<file path="config.mk">
export PLATFORM = sky130hd
export DESIGN_NAME = mac_addr_filter
export DESIGN_NICKNAME = d
export VERILOG_FILES = /design/src/rtl/mpf_pkg.sv /design/src/rtl/mpf_cfg_regs.sv /design/src/rtl/mpf_frame_capture.sv /design/src/rtl/mac_addr_filter.sv
export SDC_FILE = /design/constraint.sdc
export NUM_CORES = 1
export LEC_CHECK = 0
export ABC_AREA = 1
export ABC_CLOCK_PERIOD_IN_PS = 2300
export BUFFER_PORTS_ARGS = -buffer_cell sky130_fd_sc_hd__buf_2
export CORE_ASPECT_RATIO = 0.9
export CORE_MARGIN = 8
export CORE_UTILIZATION = 44
export CTS_BUF_LIST = sky130_fd_sc_hd__clkbuf_8
export DETAILED_ROUTE_END_ITERATION = 8
export PLACE_DENSITY_LB_ADDON = 0.15
export SETUP_SLACK_MARGIN = 0.3
export SYNTH_ARGS = -nofsm -noshare
export SYNTH_HDL_FRONTEND = slang
export SYNTH_SLANG_ARGS = --single-unit
</file>
<file path="constraint.sdc">
create_clock -name clk -period 2.3 [get_ports clk]
set_input_delay 0.23 -clock clk [delete_from_list [all_inputs] [get_ports clk]]
set_output_delay 0.23 -clock clk [all_outputs]
set_load 0.01 [all_outputs]
</file>
<file path="src/rtl/mpf_pkg.sv">
package mpf_pkg;
  localparam int BYTE_W     = 8;
  localparam int ADDR_BYTES = 6;
  localparam int ADDR_W     = ADDR_BYTES * BYTE_W;
  localparam int HDR_BYTES  = 2 * ADDR_BYTES;
  localparam int CNT_W      = $clog2(HDR_BYTES + 1);
  localparam int REG_W      = 32;
  localparam int HI_W       = ADDR_W - REG_W;
  localparam int EN_BIT     = 31;
  localparam int SRC_BIT    = 30;
  localparam int MASK_LSB   = 24;

  typedef enum logic [1:0] {
    SEL_PRI_LO = 2'd0,
    SEL_PRI_HI = 2'd1,
    SEL_SEC_LO = 2'd2,
    SEL_SEC_HI = 2'd3
  } cfg_sel_e;

  typedef struct packed {
    logic [ADDR_W-1:0]     pri;
    logic [ADDR_W-1:0]     sec;
    logic                  sec_en;
    logic                  sec_src;
    logic [ADDR_BYTES-1:0] sec_mask;
  } filt_cfg_t;

  localparam logic [ADDR_W-1:0] ADDR_RST = '1;

  // Byte-wise equality with per-byte exclusion; bit k of skip covers byte k.
  function automatic logic addr_hit(input logic [ADDR_W-1:0] station,
                                    input logic [ADDR_W-1:0] field,
                                    input logic [ADDR_BYTES-1:0] skip);
    logic ok;
    ok = 1'b1;
    for (int k = 0; k < ADDR_BYTES; k++) begin
      if (!skip[k] && station[k*BYTE_W +: BYTE_W] != field[k*BYTE_W +: BYTE_W])
        ok = 1'b0;
    end
    return ok;
  endfunction
endpackage

</file>
<file path="src/rtl/mpf_cfg_regs.sv">
module mpf_cfg_regs
  import mpf_pkg::*;
(
  input  logic             clk,
  input  logic             rst_n,
  input  logic             we,
  input  logic [1:0]       sel,
  input  logic [REG_W-1:0] wdata,
  input  logic             snap_load,
  output filt_cfg_t        snap
);
  logic [ADDR_W-1:0]     pri_q, sec_q;
  logic                  en_q, src_q;
  logic [ADDR_BYTES-1:0] mask_q;
  logic                  unused_wbits;

  assign unused_wbits = ^wdata[MASK_LSB-1:HI_W];

  always_ff @(posedge clk) begin
    if (!rst_n) begin
      pri_q  <= ADDR_RST;
      sec_q  <= ADDR_RST;
      en_q   <= 1'b0;
      src_q  <= 1'b0;
      mask_q <= '0;
      snap   <= '{pri: ADDR_RST, sec: ADDR_RST, sec_en: 1'b0, sec_src: 1'b0, sec_mask: '0};
    end else begin
      if (we) begin
        case (cfg_sel_e'(sel))
          SEL_PRI_LO: pri_q[REG_W-1:0]      <= wdata;
          SEL_PRI_HI: pri_q[ADDR_W-1:REG_W] <= wdata[HI_W-1:0];
          SEL_SEC_LO: sec_q[REG_W-1:0]      <= wdata;
          SEL_SEC_HI: begin
            sec_q[ADDR_W-1:REG_W] <= wdata[HI_W-1:0];
            en_q   <= wdata[EN_BIT];
            src_q  <= wdata[SRC_BIT];
            mask_q <= wdata[MASK_LSB +: ADDR_BYTES];
          end
          default: ;
        endcase
      end
      // Snapshot samples the registers before any same-edge write lands.
      if (snap_load)
        snap <= '{pri: pri_q, sec: sec_q, sec_en: en_q, sec_src: src_q, sec_mask: mask_q};
    end
  end
endmodule

</file>
<file path="src/rtl/mpf_frame_capture.sv">
module mpf_frame_capture
  import mpf_pkg::*;
(
  input  logic              clk,
  input  logic              rst_n,
  input  logic              rx_valid,
  input  logic              rx_sof,
  input  logic              rx_eof,
  input  logic [BYTE_W-1:0] rx_data,
  output logic [ADDR_W-1:0] da,
  output logic [ADDR_W-1:0] sa,
  output logic              hdr_done,
  output logic              short_end
);
  localparam logic [CNT_W-1:0] HDR_CNT = CNT_W'(HDR_BYTES);
  localparam int               STORE_N = HDR_BYTES - 1;

  logic [BYTE_W-1:0] hdr_q [STORE_N];
  logic [CNT_W-1:0]  cnt_q, cnt_nxt, wr_idx;
  logic              open_q, accept;

  assign accept    = rx_valid && (rx_sof || (open_q && cnt_q < HDR_CNT));
  assign cnt_nxt   = rx_sof ? CNT_W'(1) : cnt_q + CNT_W'(1);
  assign wr_idx    = rx_sof ? '0 : cnt_q;
  assign hdr_done  = accept && (cnt_nxt == HDR_CNT);
  assign short_end = accept && rx_eof && (cnt_nxt < HDR_CNT);

  always_ff @(posedge clk) begin
    if (!rst_n) begin
      cnt_q  <= '0;
      open_q <= 1'b0;
      for (int i = 0; i < STORE_N; i++) hdr_q[i] <= '0;
    end else begin
      if (accept) cnt_q <= cnt_nxt;
      if (rx_valid) begin
        if (rx_eof)      open_q <= 1'b0;
        else if (rx_sof) open_q <= 1'b1;
      end
      for (int i = 0; i < STORE_N; i++)
        if (accept && wr_idx == CNT_W'(i)) hdr_q[i] <= rx_data;
    end
  end

  // First wire byte lands in the least significant address byte.
  for (genvar k = 0; k < ADDR_BYTES; k++) begin : g_da
    assign da[k*BYTE_W +: BYTE_W] = hdr_q[k];
  end
  for (genvar k = 0; k < ADDR_BYTES - 1; k++) begin : g_sa
    assign sa[k*BYTE_W +: BYTE_W] = hdr_q[ADDR_BYTES + k];
  end
  assign sa[ADDR_W-1 -: BYTE_W] = rx_data;
endmodule

</file>
<file path="src/rtl/mac_addr_filter.sv">
module mac_addr_filter
  import mpf_pkg::*;
(
  input  logic        clk,
  input  logic        rst_n,
  input  logic        cfg_we,
  input  logic [1:0]  cfg_sel,
  input  logic [31:0] cfg_wdata,
  input  logic        rx_valid,
  input  logic        rx_sof,
  input  logic        rx_eof,
  input  logic [7:0]  rx_data,
  output logic        res_valid,
  output logic        res_pri_hit,
  output logic        res_sec_hit,
  output logic        res_pass
);
  filt_cfg_t         cfg_snap;
  logic [ADDR_W-1:0] cap_da, cap_sa, sec_field;
  logic              snap_load, hdr_done, short_end;
  logic              pri_match, sec_match;

  assign snap_load = rx_valid && rx_sof;

  mpf_cfg_regs u_cfg (
    .clk(clk), .rst_n(rst_n), .we(cfg_we), .sel(cfg_sel), .wdata(cfg_wdata),
    .snap_load(snap_load), .snap(cfg_snap)
  );

  mpf_frame_capture u_cap (
    .clk(clk), .rst_n(rst_n), .rx_valid(rx_valid), .rx_sof(rx_sof),
    .rx_eof(rx_eof), .rx_data(rx_data), .da(cap_da), .sa(cap_sa),
    .hdr_done(hdr_done), .short_end(short_end)
  );

  assign sec_field = cfg_snap.sec_src ? cap_sa : cap_da;
  assign pri_match = addr_hit(cfg_snap.pri, cap_da, '0);
  assign sec_match = cfg_snap.sec_en && addr_hit(cfg_snap.sec, sec_field, cfg_snap.sec_mask);

  always_ff @(posedge clk) begin
    if (!rst_n) begin
      res_valid   <= 1'b0;
      res_pri_hit <= 1'b0;
      res_sec_hit <= 1'b0;
      res_pass    <= 1'b0;
    end else begin
      res_valid   <= hdr_done || short_end;
      res_pri_hit <= hdr_done && pri_match;
      res_sec_hit <= hdr_done && sec_match;
      res_pass    <= hdr_done && (pri_match || sec_match);
    end
  end
endmodule

</file>
-- Yosys cells after proc, flatten, opt, wreduce, memory -nomap -nowiden
Memory sizes are Yosys's and may differ from the RTL's.
Cells that the tools add are included.
- register bits after elaboration: 217
- memory bits (writable): 88
- bits of input ports: 48
- logic and storage cells: 165
- memories kept: 1
- memories (name ; words ; bits a word ; read ports ; clocked after memory_dff ; write ports ; line ; source):
    u_cap.hdr_q ; 11 ; 8 ; 11 ; 0 ; 11 ; mpf_frame_capture.sv:18 ; logic [BYTE_W-1:0] hdr_q [STORE_N];
- $add $sub $neg: 1
- magnitude comparators: 2
- eq/ne operators: 26
- muxes and demuxes: 62
- bitwise operators: 11
- reductions and logical operators: 44
- operators by type and width (kind ; count):
    != test 8 bit ; 12
    two-way mux 8 bit ; 11
    two-way mux 1 bit ; 48
    two-way mux 48 bit ; 1
    logical AND 1 bit ; 27
    equality test 4 x 3 -> 1 bit (second input constant) ; 4
    equality test 4 bit (second input constant) ; 4
    OR 1 bit ; 11
    AND reduction 2 bit ; 5
    equality test 4 x 2 -> 1 bit (second input constant) ; 2
    less-than comparator 4 bit (second input constant) ; 2
    two-way mux 4 bit ; 2
    logical NOT 1 bit ; 6
    adder 4 x 1 -> 4 bit (second input constant) ; 1
    equality test 2 bit (second input constant) ; 2
    equality test 4 x 1 -> 1 bit (second input constant) ; 1
    logical NOT 4 bit ; 1
    logical OR 1 bit ; 3
    equality test 2 x 1 -> 1 bit (second input constant) ; 1
    logical NOT 2 bit ; 1
    nonzero test 2 bit ; 1

-- Longest topological paths before layout
Gate-level depths: netlist of the first run.
- depth in word-level cells: 12
- gate-level depth with buffers: 16

-- Modules after synthesis
Synthesis of the first run repeated with hierarchy kept, for this count alone.
- cells, all modules: 1860
- area, all modules: 14063.5 um2
- by module, submodules not included (module ; instances ; cells each ; area an instance (um2)):
    mpf_cfg_regs ; 1 ; 932 ; 7572.3
    mpf_frame_capture ; 1 ; 284 ; 3609.7
    mac_addr_filter ; 1 ; 644 ; 2881.5

-- Least setup slack after synthesis of the first run
Ideal clock, no wire load.
- path type: register -> register
- from: register u_cap.cnt_q[3]
- to: memory u_cap.hdr_q[10][0], in the netlist u_cap.hdr_q[0][80], enable pin
- library setup time: 384 ps
- data arrival time: 1324 ps
- path slack: 592 ps
- cell stages (with the launch flop): 7
- buffers on the path: 0
- clock period less this slack: 1708 ps
- cells stage by stage: dfxtp_1 inv_1 nor2_1 nand2_1 inv_1 nand2_1 o21ai_0
- RTL lines (element ; line ; source):
    from (decl) ; mpf_frame_capture.sv:19 ; logic [CNT_W-1:0] cnt_q, cnt_nxt, wr_idx;
    from (signal assigned) ; mpf_frame_capture.sv:34 ; if (accept) cnt_q <= cnt_nxt;
    to (decl) ; mpf_frame_capture.sv:18 ;

-- Worst setup path after layout of the first run
- from: register u_cfg.snap[6] (netlist bit)
- to: register res_pass
- cells in the longest elaborated chain, start to end: 12
- elaborated cells between the ends (all ways): 22
- those cells by class: eq/ne (6); mux (7); reduce/logical (9)
- RTL lines (element ; line ; source):
    from (decl) ; mpf_cfg_regs.sv:10 ; output filt_cfg_t snap
    from (signal assigned) ; mpf_cfg_regs.sv:26 ; snap <= '{pri: ADDR_RST, sec: ADDR_RST, sec_en: 1'b0, sec_src: 1'b0, sec_mask: '0};
    from (signal assigned) ; mpf_cfg_regs.sv:44 ; snap <= '{pri: pri_q, sec: sec_q, sec_en: en_q, sec_src: src_q, sec_mask: mask_q};
    two-way mux 48 bit * ; mac_addr_filter.sv:36 ; assign sec_field = cfg_snap.sec_src ? cap_sa : cap_da;
    != test 8 bit ; mpf_pkg.sv:37 ; if (!skip[k] && station[k*BYTE_W +: BYTE_W] != field[k*BYTE_W +: BYTE_W])
    logical AND 1 bit ; mpf_pkg.sv:37 ;
    two-way mux 1 bit (5 in a row) ; mpf_pkg.sv:37 ;
    two-way mux 1 bit * ; mpf_pkg.sv:37 ;
    logical AND 1 bit * ; mac_addr_filter.sv:38 ; assign sec_match = cfg_snap.sec_en && addr_hit(cfg_snap.sec, sec_field, cfg_snap.sec_mask);
    logical OR 1 bit * ; mac_addr_filter.sv:50 ; res_pass <= hdr_done && (pri_match || sec_match);
    logical AND 1 bit * ; mac_addr_filter.sv:50 ;
    to (signal assigned) ; mac_addr_filter.sv:50 ;
    to (decl) ; mac_addr_filter.sv:16 ; output logic res_pass
Mark *: on every way between the ends. The rest lies on a longest branch, timed or not.
A chain may end at the register's enable or synchronous reset.

==> out/qor.csv, run 1 <==
stage;metric;value;unit
floorplanning;Initial Utilization;44.8;%
synthesis;Mapped Area;13000;um^2
floorplanning;Die Area;35300;um^2
cells_and_area;Area growth, synth to finish;14.5;%
placed_design;DP Area;13600;um^2
global_route;first-pass GRT wire length;62600;um
cts;CTS tree;built;
sta;Max Freq;558;MHz
synthesis;Distinct cells, synth;30;
routing;DRC viols;0;
sta;final setup margin;0.508;ns
synthesis;number of synthesized register bits;305;
critical_path;CP Capture Type;register;
synthesis;Synth top area share;33.4;%
placed_design;PortBufs;51;
cells_and_area;most frequent cells in the layout;nand2_1, dfxtp_1, nand3_1;
routing;DRT Wirelength;40600;um
cts;clock-pin slew on the worst setup and hold paths;0.06;ns
synthesis;XOR/XNOR Fraction of Synth Area;1.01;%
synthesis;register area share after synthesis;53.8;%
cts;root buffer cell;clkbuf_8;
global_route;vias in the first global route;11000;
min_path;type of the worst min-delay path;in -> reg;
cts;clock sink count;305;
power;VDD IR-drop max;474;uV
synthesis;largest family of logic cells by synthesized area;simple AND/OR/NAND/NOR gates;
sta;Tmin final;1.79;ns
critical_path;Crit Path Class;reg -> reg;
floorplanning;# rows;59;
cells_and_area;final net count;1800;
placed_design;placed cells;2062;
critical_path;Max FO, Critical Path;53;
synthesis;Synth area leader;dfxtp_1;
critical_path;critical path launch point type;register;
power;Leakage;7.16;nW
routing;Routed Antenna Nets;0;
routing;routed vias;11300;
cells_and_area;share of layout cells above drive strength 1;8.51;%
sta;TNS Setup;0;ns
flow_run;Max-Cap Viols;0;
sta;max-slew violation count;0;
floorplanning;chip height;179;um
global_route;gr usage total;23.2;%
routing;routed length per instance;18.6;um
cts;CTS H-tree depth;2;
cts;post-CTS setup-driven buffer insertion count;0;
synthesis;Post-Synth Adder-Cell Area;0.0963;%
critical_path;Reg-to-Reg Start;u_cfg.snap[6];
critical_path;Critical path origin;u_cfg.snap[6];
sta;period utilisation layout;77.9;%
floorplanning;DIE WIDTH;197;um
cells_and_area;Layout fillers;2839;
placed_design;Post-DP HPWL;28100;um
min_path;Hold Startpoint;cfg_wdata[13];
synthesis;post-synthesis mux area share;0;%
sta;Final setup viols;0;
critical_path;arrival time worst endpoint;2.31;ns
cells_and_area;Util after Layout;51.3;%
synthesis;post-synthesis net count;1725;
routing;Initial DRT Pass Iterations;7;
routing;DR vias/cell;5.16;
cts;Worst-Skew Late Latency;0.58;ns
global_route;antenna violations before repair;0;
sta;Slew @ Worst Pin;1.25;ns
synthesis;Post-Syn Instances;1676;
cells_and_area;diode count;0;
critical_path;required time of the critical path;2.82;ns
floorplanning;Core ar.;29000;um^2
synthesis;yosys warns;0;
cts;Clock Tree Buf Depth;3;
placed_design;routability congestion estimate;0.899;
sta;RSZ-0062 raised after global routing;true;
status;outcome;finished, final reports clean;
floorplanning;I/O pin cnt;52;
placed_design;worst slack, placed;0.456;ns
cells_and_area;non-filler instance count after layout;2183;
cells_and_area;most common cell after layout, fill and taps aside;nand2_1;
synthesis;Post-Syn Area per Cell;7.75;um^2
synthesis;Synth Area in Simple Gates;33.0;%
power;Cell Pwr Density;782;nW/um^2
global_route;grt ovf;0;
sta;Rel. slew slack;16.5;%
cells_and_area;design area;14900;um^2
cts;cts bufs inserted;49;
synthesis;Synth Area in Compound Gates;5.84;%
routing;starting DRC count in detailed routing;897;
sta;Fin. Hold Viols;0;
global_route;largest net degree at the start of global routing;125;
synthesis;top cells by area, synth;dfxtp_1, edfxtp_1, nand2_1;
sta;Worst Skew;0.0162;ns
-- cell families after synthesis --
| family | count (synthesis) |
|---|---|
| and+or+nand+nor | 1041 |
| buffers and inverters | 195 |
| DFF | 305 |
| xor gates and xnor gates | 15 |
| AOI/OAI and AO/OA | 119 |
| adders and majority gates | 1 |
-- final timing paths --
| check | endpoint | slack (ns) | cells after the start |
|---|---|---|---|
| max reg2reg | res_pass | 0.51 | 13 |
| max | res_pass | 0.51 | 13 |
| min | u_cfg.pri_q[45] | 0.01 | 3 |
| min reg2reg | u_cfg.pri_q[26] | 0.46 | 2 |
-- layer usage --
metal	up-vias	wire length (um)	track usage, %
met1	5283	17800	29.7
met2	343	18700	38.3
met3	85	2570	4.45
met5	-	0	0
met4	0	1470	9.36
li1	5551	-	-
-- worst max-delay path: stages, from the launching register on --
cell	delay (ns)
dfxtp_2	0.41
buf_12	0.25
nand2_1	0.16
nand2_1	0.10
nand2_1	0.05
nand2_1	0.06
nand2_1	0.06
nor2_1	0.12
nand2_1	0.15
nand2_1	0.09
nand2_1	0.05
nor2_1	0.08
nand2_1	0.07
nand2_1	0.06
-- cell usage after synthesis, drive strengths merged --
cell and count:
xor2 7, dfxtp 217, clkinv 1, a211oi 1
clkbuf 58, xnor2 8, buf 27, nand2 679
o211a 1, a21oi 12, nor3 7, a22o 1
nor2 151, o22ai 12, edfxtp 88, inv 109
nand3b 29, o211ai 55, nand3 172, ha 1
nand4 3, o21ai 37
-- power by group --
group          internal [mW]  switching [mW]  leakage (nW)
combinational          0.395           0.774          3.91
sequential              5.82           0.197          2.70
clock                   2.30            2.16         0.558
-- flip-flops by register name (all words and copies together) (netlist names) --
name          flops
res_pass          1
res_pri_hit       1
res_sec_hit       1
res_valid         1
u_cap.cnt_q       4
u_cap.hdr_q      88
u_cap.open_q      1
u_cfg.en_q        1
u_cfg.mask_q      6
u_cfg.pri_q      48
u_cfg.sec_q      48
u_cfg.snap      104
u_cfg.src_q       1
-- final cells by class --
type	count	area [um^2]	share of cell area, %
tap	396	495	3.33
clock inverter	28	114	0.765
clock buffer	59	812	5.46
inverter	110	423	2.84
sequential	305	6990	46.9
multi-input combinational	1176	5210	35.0
timing repair buffer	109	845	5.67
-- timing repair --
action                                 in CTS  in global routing
hold buffers                               34                  0
setup endpoints to repair                   0                 18
gates resized for setup                     0                  3
endpoints found under the hold margin     104                  0
-- metrics by stage --
step                power (mW)  hold WS [ns]
finish                    11.6        0.0131
global route              12.1        0.0288
CTS                       11.7       0.00303
detailed placement        7.24         0.443
global placement          7.22         0.432
floorplan                 6.81         0.320
No activity file was read; power rests on OpenSTA's default activity.
==> run 2, diff against run 1 <==
--- a/config.mk
+++ b/config.mk
@@ -6,7 +6,7 @@
 export NUM_CORES = 1
 export LEC_CHECK = 0
 export ABC_AREA = 1
-export ABC_CLOCK_PERIOD_IN_PS = 2300
+export ABC_CLOCK_PERIOD_IN_PS = 1800
 export BUFFER_PORTS_ARGS = -buffer_cell sky130_fd_sc_hd__buf_2
 export CORE_ASPECT_RATIO = 0.9
 export CORE_MARGIN = 8
==> constraint.sdc (replaced) <==
create_clock -name clk -period 1.8 [get_ports clk]
set_input_delay 0.18 -clock clk [delete_from_list [all_inputs] [get_ports clk]]
set_output_delay 0.18 -clock clk [all_outputs]
set_load 0.01 [all_outputs]
==> run 2 against run 1 <==
Clock power grew 31%. Clock skew grew 0.0012 ns. Register-to-register slack lost 0.45 ns. Highest routed layer unchanged. Worst hold slack gained 0.018 ns. Worst setup slack lost 0.45 ns.
==> out/qor.csv, run 2 (same netlist as run 1, synthesis figures left out) <==
stage;metric;value;unit
status;outcome;finished, final reports clean;
global_route;first-pass GRT wire length;65100;um
critical_path;Slowest cell on crit path;dfxtp_4;
power;Combinational Power Share;11.5;%
sta;RSZ-0062 raised after global routing;true;
critical_path;r2r endpoint;res_pass;
cells_and_area;Util after Layout;54.7;%
power;Pint;11.2;mW
cells_and_area;final net count;1860;
cells_and_area;Top reg by flops;u_cfg.snap;
power;Cell Pwr Density;964;nW/um^2
global_route;met2 Resource Use GR;40.3;%
cts;Clock Tree Buf Depth;3;
cts;cts bufs inserted;50;
cts;clock sink count;305;
critical_path;Crit Path Class;reg -> reg;
cells_and_area;max FFs per register;104;
min_path;Hold Startpoint;rx_data[5];
critical_path;setup slack, reg-to-reg;0.06;ns
sta;max-slew violation count;0;
sta;Fin. Hold Viols;0;
critical_path;required time of the critical path;2.33;ns
power;VDD IR-drop max;625;uV
cells_and_area;Layout fillers;2767;
cells_and_area;largest registers;u_cfg.snap (104), u_cap.hdr_q (88);
power;Sequential Power Share;50.2;%
cts;CTS H-tree depth;2;
routing;DRC viols;0;
routing;routed length per instance;19.1;um
min_path;Hold Crit Depth;3;
floorplanning;Die Area;35300;um^2
critical_path;CP Capture Type;register;
global_route;vias in the first global route;11200;
floorplanning;Initial Utilization;44.8;%
cells_and_area;Area growth, synth to finish;22.1;%
flow_run;Max-Cap Viols;0;
routing;routed vias;11600;
placed_design;Post-DP HPWL;29100;um
routing;DRT Wirelength;43000;um
sta;period utilisation layout;96.9;%
critical_path;Top delay family on crit path;simple AND/OR/NAND/NOR gates;
critical_path;Worst path most repeated cell;nand2_1;
sta;Tmin final;1.74;ns
critical_path;critical path launch point type;register;
global_route;antenna violations before repair;0;
power;Sw Ratio;26.9;%
cells_and_area;diode count;0;
global_route;grt ovf;0;
min_path;WHS Endpoint;u_cap.hdr_q[0][45];
global_route;grt met1 use;31.4;%
critical_path;arrival time worst endpoint;2.27;ns
routing;Initial DRT Pass Iterations;6;
critical_path;Crit path depth;16;
global_route;gr usage total;24.2;%
critical_path;WP buf/inv;4;
critical_path;Max FO, Critical Path;12;
sta;Worst Skew;0.0174;ns
power;Leakage;7.61;nW
cts;root buffer cell;clkbuf_8;
cts;clock-pin slew on the worst setup and hold paths;0.06;ns
min_path;type of the worst min-delay path;in -> reg;
floorplanning;chip height;179;um
critical_path;worst path cell trace;buf_12, inv_16, buf_8, nand2_4, nand2_2, nand2_1, nand2_1, inv_1, nand2_1, nor2_1, nand2_1, nand2_1, nand2_1, nor2_1, nand2_1, nand2_1;
floorplanning;DIE WIDTH;197;um
placed_design;PortBufs;51;
sta;Max Freq;573;MHz
global_route;largest net degree at the start of global routing;73;
critical_path;biggest cell delay along the critical path;0.43;ns
routing;starting DRC count in detailed routing;897;
cells_and_area;share of layout cells above drive strength 1;14.6;%
global_route;GR peak layer;met2;
routing;DR vias/cell;5.19;
global_route;met3 Use GR;3.57;%
power;total power;15.3;mW
cts;Worst-Skew Late Latency;0.59;ns
routing;Routed Antenna Nets;0;
power;Clk pwr share;38.2;%
sta;Rel. slew slack;72.4;%
placed_design;routability congestion estimate;0.924;
floorplanning;I/O pin cnt;52;
floorplanning;Core ar.;29000;um^2
cells_and_area;most frequent cells in the layout;nand2_1, dfxtp_1, nand3_1;
floorplanning;# rows;59;
cts;CTS tree;built;
critical_path;Reg-to-Reg Start;u_cfg.snap[6];
power;net switching power;4.11;mW
sta;Slew @ Worst Pin;0.410;ns
critical_path;cells on worst reg2reg path;16;
sta;Final setup viols;0;
cells_and_area;most common cell after layout, fill and taps aside;nand2_1;
==> run 2: cell types whose count changed in the layout (fill, tap and decap cells not counted), sizes merged <==
cell	previous run	this run
dlymetal6s4s	0	1
clkbuf	59	64
clkinvlp	2	1
inv	133	134
clkinv	3	4
buf	75	129
==> run 2: power by group through the flow <==
stage                     combinational, mW  sequential [mW]  clock, mW
after floorplan                       0.989             7.71          0
after global placement                 1.50             7.82          0
after detailed placement               1.52             7.82          0
after CTS                              1.70             7.68       5.94
after global routing                   1.95             7.72       6.24
final                                  1.76             7.69       5.85
==> run 2: worst max path at each step <==
stage | from | slack, ns | end
2_1_floorplan | u_cap.cnt_q[2] | 0.24 | u_cap.hdr_q[0][10]
3_3_place_gp | u_cfg.snap[6] | 0.04 | res_pass
3_5_place_dp | u_cfg.snap[6] | 0.004 | res_sec_hit
4_1_cts | u_cfg.snap[6] | 0.13 | res_pass
5_1_grt | u_cfg.snap[6] | -0.05 | res_pass
6_report | u_cfg.snap[6] | 0.06 | res_pass
==> run 2: area by class of cell <==
class                      count  area [um^2]  area share (%)
sequential                   305         7000            44.1
multi-input combinational   1176         5430            34.2
timing repair buffer         166         1530            9.63
clock buffer                  62          853            5.38
tap                          396          495            3.12
inverter                     110          432            2.72
clock inverter                27          115           0.725
timing repair inverter         2         17.5           0.110
==> run 2: worst register-to-register path, delay by kind of cell, from the launching register on <==
kind	cells	cell delay, ns
buf+inv	4	0.40
flops	1	0.43
simple gates	12	0.85
==> run 2: timing repair <==
item / in CTS / in global routing
hold buffers: 35 / 0
pin swaps: 8 / 16
resized for setup: 48 / 46
setup buffers: 10 / 4
setup endpoints to repair: 99 / 165
cloned: 6 / 2
endpoints found under the hold margin: 113 / 0
==> run 2: stage by stage <==
stage                     area, um^2  instances  TNS, ns  worst slack [ns]  hold slack [ns]
after floorplan                13000       1676        0             0.241            0.270
after global placement         13900       2098        0            0.0393            0.409
after detailed placement       13900       2098        0           0.00375            0.410
after CTS                      15700       2238        0             0.135           0.0162
after global routing           15900       2244  -0.0981           -0.0515           0.0557
final                          15900       2244        0            0.0556           0.0306
==> run 2: layer usage <==
layer / vias up / part of all wire [%]
met2: 343 / 46
met5: - / 0
met4: 0 / 3.9
li1: 5671 / -
met3: 92 / 5.6
met1: 5536 / 44
==> run 3, diff against run 2 <==
==> constraint.sdc (replaced) <==
create_clock -name clk -period 1.8 [get_ports clk]
set_input_delay 0.27 -clock clk [delete_from_list [all_inputs] [get_ports clk]]
set_output_delay 0.27 -clock clk [all_outputs]
set_load 0.01 [all_outputs]
==> run 3 against run 2 <==
Critical path depth decreased by 2. Register-to-register slack improved by 0.08 ns. First-iteration DRC count increased by 3.7%. Fmax increased by 4.8%. Via count decreased by 2.2%. Combinational power decreased by 6%. Clock-buffer cell count unchanged. Non-clock buffer count decreased by 23. Critical path type unchanged. Critical endpoint unchanged. Largest cell class unchanged.
==> out/qor.csv, run 3 (same netlist as run 1, synthesis figures left out) <==
stage;metric;value;unit
status;outcome;finished, final reports clean;
routing;DRC viols;0;
cts;root buffer cell;clkbuf_8;
floorplanning;Core ar.;29000;um^2
cts;cts bufs inserted;50;
power;VDD IR-drop max;625;uV
sta;Tmin final;1.66;ns
cells_and_area;largest registers;u_cfg.snap (104), u_cap.hdr_q (88);
flow_run;Max-Cap Viols;0;
cells_and_area;most common cell after layout, fill and taps aside;nand2_1;
global_route;gr usage total;23.7;%
placed_design;routability congestion estimate;0.979;
cts;clock sink count;305;
cells_and_area;max FFs per register;104;
floorplanning;Initial Utilization;44.8;%
sta;period utilisation layout;92.4;%
global_route;vias in the first global route;11000;
critical_path;required time of the critical path;2.33;ns
global_route;antenna violations before repair;0;
routing;starting DRC count in detailed routing;930;
power;Leakage;7.44;nW
cts;CTS H-tree depth;2;
critical_path;Crit Path Class;reg -> reg;
cts;Clock Tree Buf Depth;3;
critical_path;r2r endpoint;res_pass;
critical_path;CP Capture Type;register;
critical_path;cells on worst reg2reg path;14;
sta;Fin. Hold Viols;0;
routing;Initial DRT Pass Iterations;5;
cells_and_area;Area growth, synth to finish;19.6;%
critical_path;Max FO, Critical Path;5;
placed_design;Post-DP HPWL;29100;um
routing;DRT Wirelength;41500;um
global_route;grt ovf;0;
min_path;type of the worst min-delay path;in -> reg;
floorplanning;Die Area;35300;um^2
min_path;Hold Crit Depth;3;
critical_path;arrival time worst endpoint;2.19;ns
floorplanning;DIE WIDTH;197;um
sta;Final setup viols;0;
floorplanning;chip height;179;um
sta;max-slew violation count;0;
cts;clock-pin slew on the worst setup and hold paths;0.06;ns
critical_path;setup slack, reg-to-reg;0.14;ns
sta;Worst Skew;0.0129;ns
min_path;WHS Endpoint;u_cfg.pri_q[8];
critical_path;Reg-to-Reg Start;u_cfg.snap[6];
routing;routed vias;11400;
routing;DR vias/cell;5.12;
min_path;Hold Startpoint;cfg_wdata[8];
cells_and_area;final net count;1836;
cells_and_area;most frequent cells in the layout;nand2_1, dfxtp_1, nand3_1;
routing;routed length per instance;18.7;um
sta;Hold WS;0.0174;ns
floorplanning;# rows;59;
cts;Worst-Skew Late Latency;0.58;ns
cts;CTS tree;built;
sta;RSZ-0062 raised after global routing;true;
sta;Rel. slew slack;68.9;%
global_route;largest net degree at the start of global routing;73;
critical_path;critical path launch point type;register;
placed_design;PortBufs;51;
power;total power;15.3;mW
cells_and_area;Top reg by flops;u_cfg.snap;
cells_and_area;share of layout cells above drive strength 1;13.4;%
global_route;first-pass GRT wire length;63700;um
power;Cell Pwr Density;982;nW/um^2
sta;Slew @ Worst Pin;0.467;ns
sta;Max Freq;601;MHz
floorplanning;I/O pin cnt;52;
cells_and_area;diode count;0;
routing;Routed Antenna Nets;0;
## run 3: cell count changes in the layout (fill, tap and decap cells not counted), sizes merged
cell	previous run	this run
buf	129	114
clkbuf	64	63
clkinvlp	1	3
dlymetal6s4s	1	0
inv	134	131
clkinv	4	6
dlygate4sd3	34	28
## run 3: area by class of cell
type                            count  area [um^2]
Fill cell                        2783        13500
Timing Repair Buffer              143         1270
Inverter                          110          423
Tap cell                          396          495
Clock inverter                     29          131
Multi-Input combinational cell   1176         5360
Timing Repair inverter              1         6.26
Clock buffer                       62          853
Sequential cell                   305         6990
## run 3: worst max-delay path by stage
stage / end / depth (start not counted) / startpoint
floorplan: u_cap.hdr_q[0][10] / 7 / u_cap.cnt_q[2]
global placement: res_pass / 14 / u_cfg.snap[6]
detailed placement: res_pass / 14 / u_cfg.snap[6]
CTS: res_pass / 14 / u_cfg.snap[6]
global route: res_pass / 14 / u_cfg.snap[6]
finish: res_pass / 14 / u_cfg.snap[6]
## run 3: worst max-delay path, stage by stage, from the launching register on
cell and delay, ns:
dfxtp_4 0.42, buf_12 0.16, clkbuf_16 0.15, nand2_1 0.07
nand2_1 0.07, nand2_1 0.05, nand2_1 0.05, nand2_1 0.05
nor2_1 0.12, nand2_2 0.13, nand2_1 0.08, nand2_1 0.05
nor2_1 0.09, nand2_1 0.07, nand2_1 0.05
## run 3: power by group
part           internal (mW)  switching, mW
sequential              7.43          0.255
combinational          0.610           1.05
clock                   3.11           2.80
## run 3: repair_timing
item                                    in CTS  in global routing
pin swaps                                    7                 11
gates resized for setup                     30                 33
cloned                                       3                  1
hold endpoints to repair                    74                  0
hold buffers                                28                  0
setup buffers                                1                  1
endpoints found under the setup margin     142                120
## run 3: through the flow
step	instances	area, um^2	utilization, %	TNS (ns)	setup WS, ns
finish	2222	15500	53.6	0	0.136
global route	2222	15500	53.6	-0.0517	-0.0370
CTS	2220	15400	53.1	0	0.138
detailed placement	2097	14000	48.2	-0.0404	-0.0263
global placement	2097	14000	48.2	-0.0871	-0.0473
floorplan	1676	13000	-	0	0.241
## run 3: metal layers
| layer | vias up | share of wire [%] | global-route usage, % |
|---|---|---|---|
| met2 | 327 | 46 | 39.3 |
| li1 | 5616 | - | - |
| met4 | 0 | 3.4 | 9.11 |
| met3 | 75 | 6.6 | 5.12 |
| met5 | - | 0 | 0 |
| met1 | 5364 | 44 | 30.0 |
